**src/rtl/devport_pkg.sv**
```systemverilog
package devport_pkg;

    typedef enum logic [1:0] {
        REG_STAT = 2'd0,
        REG_CTRL = 2'd1,
        REG_DIN  = 2'd2,
        REG_DOUT = 2'd3
    } reg_sel_e;

    // command register bit positions
    localparam int unsigned CB_GO   = 0;
    localparam int unsigned CB_WR   = 1;
    localparam int unsigned CB_DUP  = 2;
    localparam int unsigned CB_PAR  = 3;
    localparam int unsigned CB_LEN8 = 4;
    localparam int unsigned CB_SPD  = 5;

    // status register bit positions
    localparam int unsigned SB_BUSY  = 0;
    localparam int unsigned SB_AVAIL = 1;
    localparam int unsigned SB_ERR   = 2;
    localparam int unsigned SB_OVR   = 3;

    typedef enum logic [0:0] {
        XS_IDLE = 1'b0,
        XS_EXEC = 1'b1
    } xfer_state_e;

endpackage

```
**src/rtl/devport_hostregs.sv**
```systemverilog
module devport_hostregs
    import devport_pkg::*;
#(
    parameter int unsigned DATA_W = 8
) (
    input  logic              clk,
    input  logic              rst_n,
    input  logic [1:0]        host_addr,
    input  logic              host_wr,
    input  logic [DATA_W-1:0] host_wdata,
    input  logic              busy,
    input  logic              done,
    output logic [DATA_W-1:0] ctrl_o,
    output logic [DATA_W-1:0] dout_o
);

    typedef struct packed {
        logic [DATA_W-1:0] ctrl;
        logic [DATA_W-1:0] dout;
    } regs_t;

    regs_t st_d, st_q;

    always_comb begin
        st_d = st_q;
        if (host_wr && !busy) begin
            case (reg_sel_e'(host_addr))
                REG_CTRL: st_d.ctrl = host_wdata;
                REG_DOUT: st_d.dout = host_wdata;
                default:  ;
            endcase
        end
        if (done) begin
            st_d.ctrl[CB_GO] = 1'b0;
        end
    end

    always_ff @(posedge clk) begin
        if (!rst_n) begin
            st_q <= '0;
        end else begin
            st_q <= st_d;
        end
    end

    assign ctrl_o = st_q.ctrl;
    assign dout_o = st_q.dout;

endmodule

```
**src/rtl/devport_xfer.sv**
```systemverilog
module devport_xfer
    import devport_pkg::*;
#(
    parameter int unsigned DATA_W = 8
) (
    input  logic              clk,
    input  logic              rst_n,
    input  logic              go,
    input  logic              wr_cmd,
    input  logic [DATA_W-1:0] dout,
    input  logic              tx_ready,
    input  logic              tx_fail,
    output logic              busy_o,
    output logic              err_o,
    output logic              done_o,
    output logic              tx_valid_o,
    output logic [DATA_W-1:0] tx_data_o
);

    typedef struct packed {
        xfer_state_e state;
        logic        err;
    } xfer_t;

    xfer_t st_d, st_q;
    logic  done_d;

    always_comb begin
        st_d   = st_q;
        done_d = 1'b0;
        case (st_q.state)
            XS_IDLE: begin
                if (go) begin
                    st_d.state = XS_EXEC;
                end
            end
            XS_EXEC: begin
                if (!wr_cmd) begin
                    done_d     = 1'b1;
                    st_d.err   = 1'b1;
                    st_d.state = XS_IDLE;
                end else if (tx_ready) begin
                    done_d     = 1'b1;
                    st_d.err   = tx_fail;
                    st_d.state = XS_IDLE;
                end
            end
            default: st_d.state = XS_IDLE;
        endcase
    end

    always_ff @(posedge clk) begin
        if (!rst_n) begin
            st_q <= '{state: XS_IDLE, err: 1'b0};
        end else begin
            st_q <= st_d;
        end
    end

    assign busy_o     = (st_q.state == XS_EXEC);
    assign err_o      = st_q.err;
    assign done_o     = done_d;
    assign tx_valid_o = (st_q.state == XS_EXEC) && wr_cmd;
    assign tx_data_o  = dout;

endmodule

```
**src/rtl/devport_rxcap.sv**
```systemverilog
module devport_rxcap #(
    parameter int unsigned DATA_W = 8
) (
    input  logic              clk,
    input  logic              rst_n,
    input  logic              rx_valid,
    input  logic [DATA_W-1:0] rx_data,
    input  logic              take,
    output logic [DATA_W-1:0] din_o,
    output logic              avail_o,
    output logic              ovr_o
);

    typedef struct packed {
        logic [DATA_W-1:0] din;
        logic              avail;
        logic              ovr;
    } rx_t;

    rx_t st_d, st_q;

    always_comb begin
        st_d = st_q;
        if (take) begin
            st_d.avail = 1'b0;
            st_d.ovr   = 1'b0;
        end
        if (rx_valid) begin
            st_d.din   = rx_data;
            st_d.avail = 1'b1;
            if (st_q.avail && !take) begin
                st_d.ovr = 1'b1;
            end
        end
    end

    always_ff @(posedge clk) begin
        if (!rst_n) begin
            st_q <= '0;
        end else begin
            st_q <= st_d;
        end
    end

    assign din_o   = st_q.din;
    assign avail_o = st_q.avail;
    assign ovr_o   = st_q.ovr;

endmodule

```
**src/rtl/devport_ctrl.sv**
```systemverilog
module devport_ctrl
    import devport_pkg::*;
#(
    parameter int unsigned DATA_W  = 8,
    localparam int unsigned SPEED_W = DATA_W - CB_SPD
) (
    input  logic               clk,
    input  logic               rst_n,
    input  logic [1:0]         host_addr,
    input  logic               host_wr,
    input  logic               host_rd,
    input  logic [DATA_W-1:0]  host_wdata,
    output logic [DATA_W-1:0]  host_rdata,
    output logic               dev_tx_valid,
    output logic [DATA_W-1:0]  dev_tx_data,
    input  logic               dev_tx_ready,
    input  logic               dev_tx_fail,
    input  logic               dev_rx_valid,
    input  logic [DATA_W-1:0]  dev_rx_data,
    output logic               cfg_full_duplex,
    output logic               cfg_parity_en,
    output logic               cfg_len8,
    output logic [SPEED_W-1:0] cfg_speed
);

    logic [DATA_W-1:0] ctrl_w;
    logic [DATA_W-1:0] dout_w;
    logic [DATA_W-1:0] din_w;
    logic              busy_w;
    logic              err_w;
    logic              done_w;
    logic              avail_w;
    logic              ovr_w;
    logic              take_w;
    logic [DATA_W-1:0] stat_w;

    devport_hostregs #(.DATA_W(DATA_W)) regs_i (
        .clk        (clk),
        .rst_n      (rst_n),
        .host_addr  (host_addr),
        .host_wr    (host_wr),
        .host_wdata (host_wdata),
        .busy       (busy_w),
        .done       (done_w),
        .ctrl_o     (ctrl_w),
        .dout_o     (dout_w)
    );

    devport_xfer #(.DATA_W(DATA_W)) xfer_i (
        .clk        (clk),
        .rst_n      (rst_n),
        .go         (ctrl_w[CB_GO]),
        .wr_cmd     (ctrl_w[CB_WR]),
        .dout       (dout_w),
        .tx_ready   (dev_tx_ready),
        .tx_fail    (dev_tx_fail),
        .busy_o     (busy_w),
        .err_o      (err_w),
        .done_o     (done_w),
        .tx_valid_o (dev_tx_valid),
        .tx_data_o  (dev_tx_data)
    );

    assign take_w = host_rd && (reg_sel_e'(host_addr) == REG_DIN);

    devport_rxcap #(.DATA_W(DATA_W)) rx_i (
        .clk      (clk),
        .rst_n    (rst_n),
        .rx_valid (dev_rx_valid),
        .rx_data  (dev_rx_data),
        .take     (take_w),
        .din_o    (din_w),
        .avail_o  (avail_w),
        .ovr_o    (ovr_w)
    );

    always_comb begin
        stat_w           = '0;
        stat_w[SB_BUSY]  = busy_w;
        stat_w[SB_AVAIL] = avail_w;
        stat_w[SB_ERR]   = err_w;
        stat_w[SB_OVR]   = ovr_w;
    end

    always_comb begin
        host_rdata = '0;
        if (host_rd) begin
            case (reg_sel_e'(host_addr))
                REG_STAT: host_rdata = stat_w;
                REG_CTRL: host_rdata = ctrl_w;
                REG_DIN:  host_rdata = din_w;
                default:  host_rdata = '0;
            endcase
        end
    end

    assign cfg_full_duplex = ctrl_w[CB_DUP];
    assign cfg_parity_en   = ctrl_w[CB_PAR];
    assign cfg_len8        = ctrl_w[CB_LEN8];
    assign cfg_speed       = ctrl_w[DATA_W-1:CB_SPD];

endmodule

```
**config.mk**
```make
export PLATFORM = sky130hd
export DESIGN_NAME = devport_ctrl
export DESIGN_NICKNAME = d
export VERILOG_FILES = /design/src/rtl/devport_pkg.sv /design/src/rtl/devport_hostregs.sv /design/src/rtl/devport_xfer.sv /design/src/rtl/devport_rxcap.sv /design/src/rtl/devport_ctrl.sv
export SDC_FILE = /design/constraint.sdc
export NUM_CORES = 1
export LEC_CHECK = 0
export BUFFER_PORTS_ARGS = -buffer_cell sky130_fd_sc_hd__buf_2
export CAP_MARGIN = 20
export CORE_UTILIZATION = 54
export CTS_BUF_LIST = sky130_fd_sc_hd__clkbuf_4 sky130_fd_sc_hd__clkbuf_8
export DETAILED_ROUTE_END_ITERATION = 16
export PLACE_DENSITY = 0.95
export SLEW_MARGIN = 25
export SYNTH_ARGS = -nofsm -noshare
export SYNTH_HDL_FRONTEND = slang
export SYNTH_SLANG_ARGS = --single-unit
```
**constraint.sdc**
```tcl
create_clock -name clk -period 3.57 [get_ports clk]
set_clock_uncertainty 0.15 [all_clocks]
set_input_delay 0.357 -clock clk [delete_from_list [all_inputs] [get_ports clk]]
set_output_delay 0.357 -clock clk [all_outputs]
set_load 0.01 [all_outputs]
```
**After elaboration in Yosys (flattened, before gate mapping)**

Cells that the tools add are included.

- Equal/unequal tests: 4
- Multiplexer cells: 12
- Bitwise operators: 2
- Reductions and logical operators: 12

Operator list:

| operator | count |
|---|---|
| case mux 8 bit (3 select lines) | 1 |
| two-way mux 2 bit | 4 |
| two-way mux 8 bit | 1 |
| AND reduction 2 bit | 3 |
| two-way mux 1 bit | 5 |
| == test 2 bit, second input constant | 2 |
| logical AND 1 bit | 4 |
| == test 2 x 1 -> 1 bit, second input constant | 1 |
| logical NOT 1 bit | 2 |
| logical NOT 2 bit | 1 |
| inequality test 2 bit, second input constant | 1 |
| NOT 1 bit | 2 |
| case mux 1 bit (2 select lines) | 1 |
| nonzero test 2 bit | 1 |
| OR reduction 2 bit | 1 |

- Bits in registers: 28
- Input port bits: 25
- Output and inout port bits: 23
- Logic and storage cells: 38

**Depth between registers and ports, before layout**

- Word-level depth: 6
- Depth in mapped cells: 5
- Gate-level depth less buffers: 3

**Cells and area by module**

Synthesis repeated with hierarchy kept, for this count alone.

- Cell total of the unflattened synthesis: 142
- Area, all modules: 1,400.1 µm²

By module, submodules not included:

| module | times used | cells an instance | area each (µm²) | seq. area each (µm²) |
|---|---|---|---|---|
| devport_hostregs | 1 | 64 | 639.4 | 320.3 |
| devport_rxcap | 1 | 31 | 376.6 | 200.2 |
| devport_ctrl | 1 | 29 | 224.0 | 0.0 |
| devport_xfer | 1 | 18 | 160.2 | 40.0 |

**Worst setup path after synthesis**

No wires, ideal clock.

- Path type: input to register
- From: input port host_addr[1]
- To: register regs_i.st_q (netlist bit regs_i.ctrl_o[0])
- Library setup time: 0.116 ns
- Data arrival time: 1.393 ns
- Slack: 1.912 ns
- Cell stages on the path: 5
- Path through: buf_6 nor4bb_4 buf_6 mux2_1 and3_1

- Longest elaborated chain between the ends: 2

Ends and longest elaborated chain:

| what | RTL line | text |
|---|---|---|
| from (decl) | devport_ctrl.sv:9 | `input logic [1:0] host_addr,` |
| == test 2 x 1 -> 1 bit | devport_hostregs.sv:27 | `case (reg_sel_e'(host_addr))` |
| AND reduction 2 bit (no source line) | n/a |  |
| to (signal assigned) | devport_hostregs.sv:42 | `st_q <= st_d;` |
| to (decl) | devport_hostregs.sv:22 | `regs_t st_d, st_q;` |

No other way between the ends.
A chain may end at the register's enable or synchronous reset.

**Final worst setup path**

- From: input port host_addr[1]
- To: output port host_rdata[1]

- Longest elaborated chain between the ends: 3
- Elaborated cells on any way between the ends: 5

Ends and longest elaborated chain:

| what | RTL line | text |
|---|---|---|
| == test 2 bit, or another cell as far along | devport_ctrl.sv:88 | `case (reg_sel_e'(host_addr))` |
| case mux 8 bit (3 select lines) * | devport_ctrl.sv:88 |  |
| two-way mux 8 bit * | devport_ctrl.sv:87 | `if (host_rd) begin` |
| to (decl) | devport_ctrl.sv:13 | `output logic [DATA_W-1:0] host_rdata,` |

Every way passes the cells marked *; elsewhere a longest branch is shown, timed or not.

==> results.md <==
* Detailed Place HPWL at 2090 um
* Total grt overflow at 0
* Internal power at about 0.00048 W
* Post-Synth Adder-Cell Area at 0
* Rows at 17
* Placeable Area at about 0.0022 mm2
* Setup TNS at 0 ns
* Main synth FF type: dfxtp_1
* Clock Sinks at 28
* Total track usage at 0.239
* Number of global-route vias before repair at ~1000
* Synth area leader: dfxtp_1
* Cells after synthesis at 131
* Syn nets at roughly 160
* Max IR drop VDD at 0.337 mV
* CTS tree: done
* Layout cell share with drive strength beyond 1 at 0.299
* Critical path arrival at 1.47 ns
* Yosys reg bits at 28
* 1st-pass router iterations at 4
* Initial Utilization at 0.575
* Final Max Slew Viols at 0
* Hold_buf cts at 0
* Final wirelength at slightly below 3000 um
* Unrepaired setup endpoints after global routing: false
* Fin nets at 200
* Synth Warn # at 0
* IO Port Bufs at 47
* Clock Power Share at 0.333
* First-pass GRT wire length at 4550 um
* Post-synth top area share at 0.436
* Total power at approximately 0.00062 W
* Status: complete, no violations
* EDFF count, synth at 0
* Fmax at just over 0.5 GHz
* Die width at 50.8 um
* H-tree levels at 1
* Number of fill cells at between 150 and 200
* P per Cell Area at approximately 400 mW/mm2
* Unique masters post-synth at 22
* Minimum clock period at about 2.0 ns
* CTS max path bufs at 2
* Power share of the sequential group at 0.539
* Gate power share at 0.128
* Post-synthesis sequential area ratio at 0.436
* DRT antenna net count at 0
* Final setup fails at 0
* Fin util at 0.696
* Drt wl/cell at between 10 and 15 um
* Synth Cell Area at 0.00128 mm2
* Initial antenna violation count at 0
* Worst Setup Start Kind: primary input
* Via count at approximately 1100
* Simple-Gate Fraction of Synth Area at 0.239
* WS Path Type: primary input to output port
* Vias/cell at ~5.4
* Initial DRC Count at 24
* Clk root buf: clkbuf_4
* Die height at 50.8 um
* Tcrit/Tclk final at 0.554
* Max FO, Critical Path at 10
* CTS Buf Count at 3
* Post-Synth XOR/XNOR Area at 0
* Post-CTS Setup Bufs at 0
* Worst Setup End Kind: output port
* Compound-gate portion of the synthesized area at 0.121
* Hold/Removal Path Class: primary input to flop
* Worst-Skew Late Latency at 0.34 ns
* IO Count at 48
* Final worst slack at ~1.6 ns
* Slew at the pin with the worst max-slew slack at 0.675 ns
* Area Overhead vs Synth at 20.9%
* LEAKAGE at ~0.7 nW
* Clk pin slew, worst setup/hold paths at between 0.15 and 0.2 ns
* Top cells by area in the synthesized netlist: dfxtp_1, mux2i_1, nor2b_1
* Gpl congestion at about 0.76
* Syn Area/Cell at approximately 10 um2
* Pre-CTS WS at roughly 1.6 ns
* Commonest cells in the synthesized netlist: dfxtp_1, nor2b_1, mux2i_1, nand2_1, a21boi_1
* Max-Cap Viols at 0
* Mux contribution to synthesized area at 0.157
* Switching power at 0.000145 W
* Largest family of logic cells by synthesized area: simple AND/OR/NAND/NOR gates
* Die area at between 0.002 and 0.003 mm2
* Switching part of the total power at 0.232
* Resized cells post-CTS at 0
* Most frequent cell after synthesis: dfxtp_1
* Async set-reset flop share out of synthesis at 0
* N_diodes at 0
* Critical Path RT at between 3 and 4 ns
* DRC Markers at 0
* Hold Vio Cnt, Final at 0
* Largest net degree at the start of global routing at 29
* Slew HR at 0.549
## worst max-delay path, cell delays in order
cell and delay [ns]:
buf_2 0.20, nor2b_1 0.46, o2bb2ai_1 0.18, and2_1 0.14
buf_2 0.13
## stage by stage
stage / std cells / area, um2 / hold WS [ns]
finish: 202 / 1550 / 0.0961
global placement: 198 / 1500 / 0.280
floorplan: 131 / 1280 / 0.271
CTS: 202 / 1550 / 0.0986
detailed placement: 198 / 1500 / 0.292
global route: 202 / 1550 / 0.0993
## placed cells by master (no fill, tap or decap)
master	netlist	routed
nand3b_1	1	1
and3_1	1	1
a21oi_1	3	3
nand2_1	18	18
dfxtp_1	28	28
mux2_1	1	1
o211a_1	1	1
mux2i_1	19	19
nor2_1	1	1
and4b_1	1	1
buf_2	1	47
a21boi_1	8	8
clkbuf_4	0	3
nor4bb_4	1	1
and2_1	5	5
inv_1	2	2
a22oi_1	4	4
nor2b_1	22	22
nand4b_1	2	2
o21ai_1	1	1
bufinv_16	0	1
o2bb2ai_1	4	4
## power groups by stage
stage                     registers (W)  logic [W]  clock network, W
after detailed placement       0.000343  0.0000788                 0
after floorplan                0.000343  0.0000493                 0
after global placement         0.000342  0.0000749                 0
after CTS                      0.000336  0.0000800          0.000208
after global routing           0.000338  0.0000873          0.000219
final                          0.000337  0.0000798          0.000208
## path summary, 6_finish.rpt
| path | start | end | slack [ns] | cells after the start |
|---|---|---|---|---|
| worst max-delay path | host_addr[1] | host_rdata[1] | 1.59 | 5 |
| worst min-delay path | host_wdata[7] | regs_i.dout_o[7] | 0.1 | 3 |
| worst max register to register | xfer_i.busy_o | regs_i.ctrl_o[0] | 1.71 | 3 |
| worst min register to register | regs_i.dout_o[5] | regs_i.dout_o[5] | 0.31 | 2 |
## cell type report
class,instances,area [um2],share of cell area
multi-input combinational,93,663,0.427
sequential,28,561,0.361
timing repair buffer,47,235,0.151
tap,28,35.0,0.0225
clock inverter,1,30.0,0.0193
clock buffer,3,22.5,0.0145
inverter,2,7.51,0.00483
## cells by family (layout without fill, tap and decap cells)
kind of cell | Yosys count | after routing
simple gates | 52 | 52
mux | 20 | 20
compound gates | 21 | 21
flops | 28 | 28
buf+inv | 10 | 53
## registers in the layout, summed over array words and instances, names as in the netlist
register	cells
xfer_i.busy_o	1
rx_i.ovr_o	1
regs_i.dout_o	8
regs_i.ctrl_o	8
rx_i.avail_o	1
xfer_i.err_o	1
rx_i.din_o	8
## routing by layer
layer | GRT usage | wire [um] | vias up
met1 | 0.272 | 1270 | 515
met2 | 0.433 | 1480 | 36
met4 | 0.0880 | 37 | 0
li1 | - | - | 537
met5 | 0 | 0 | -
met3 | 0.0485 | 128 | 5
Note: power is estimated with default switching activity, not from simulation.
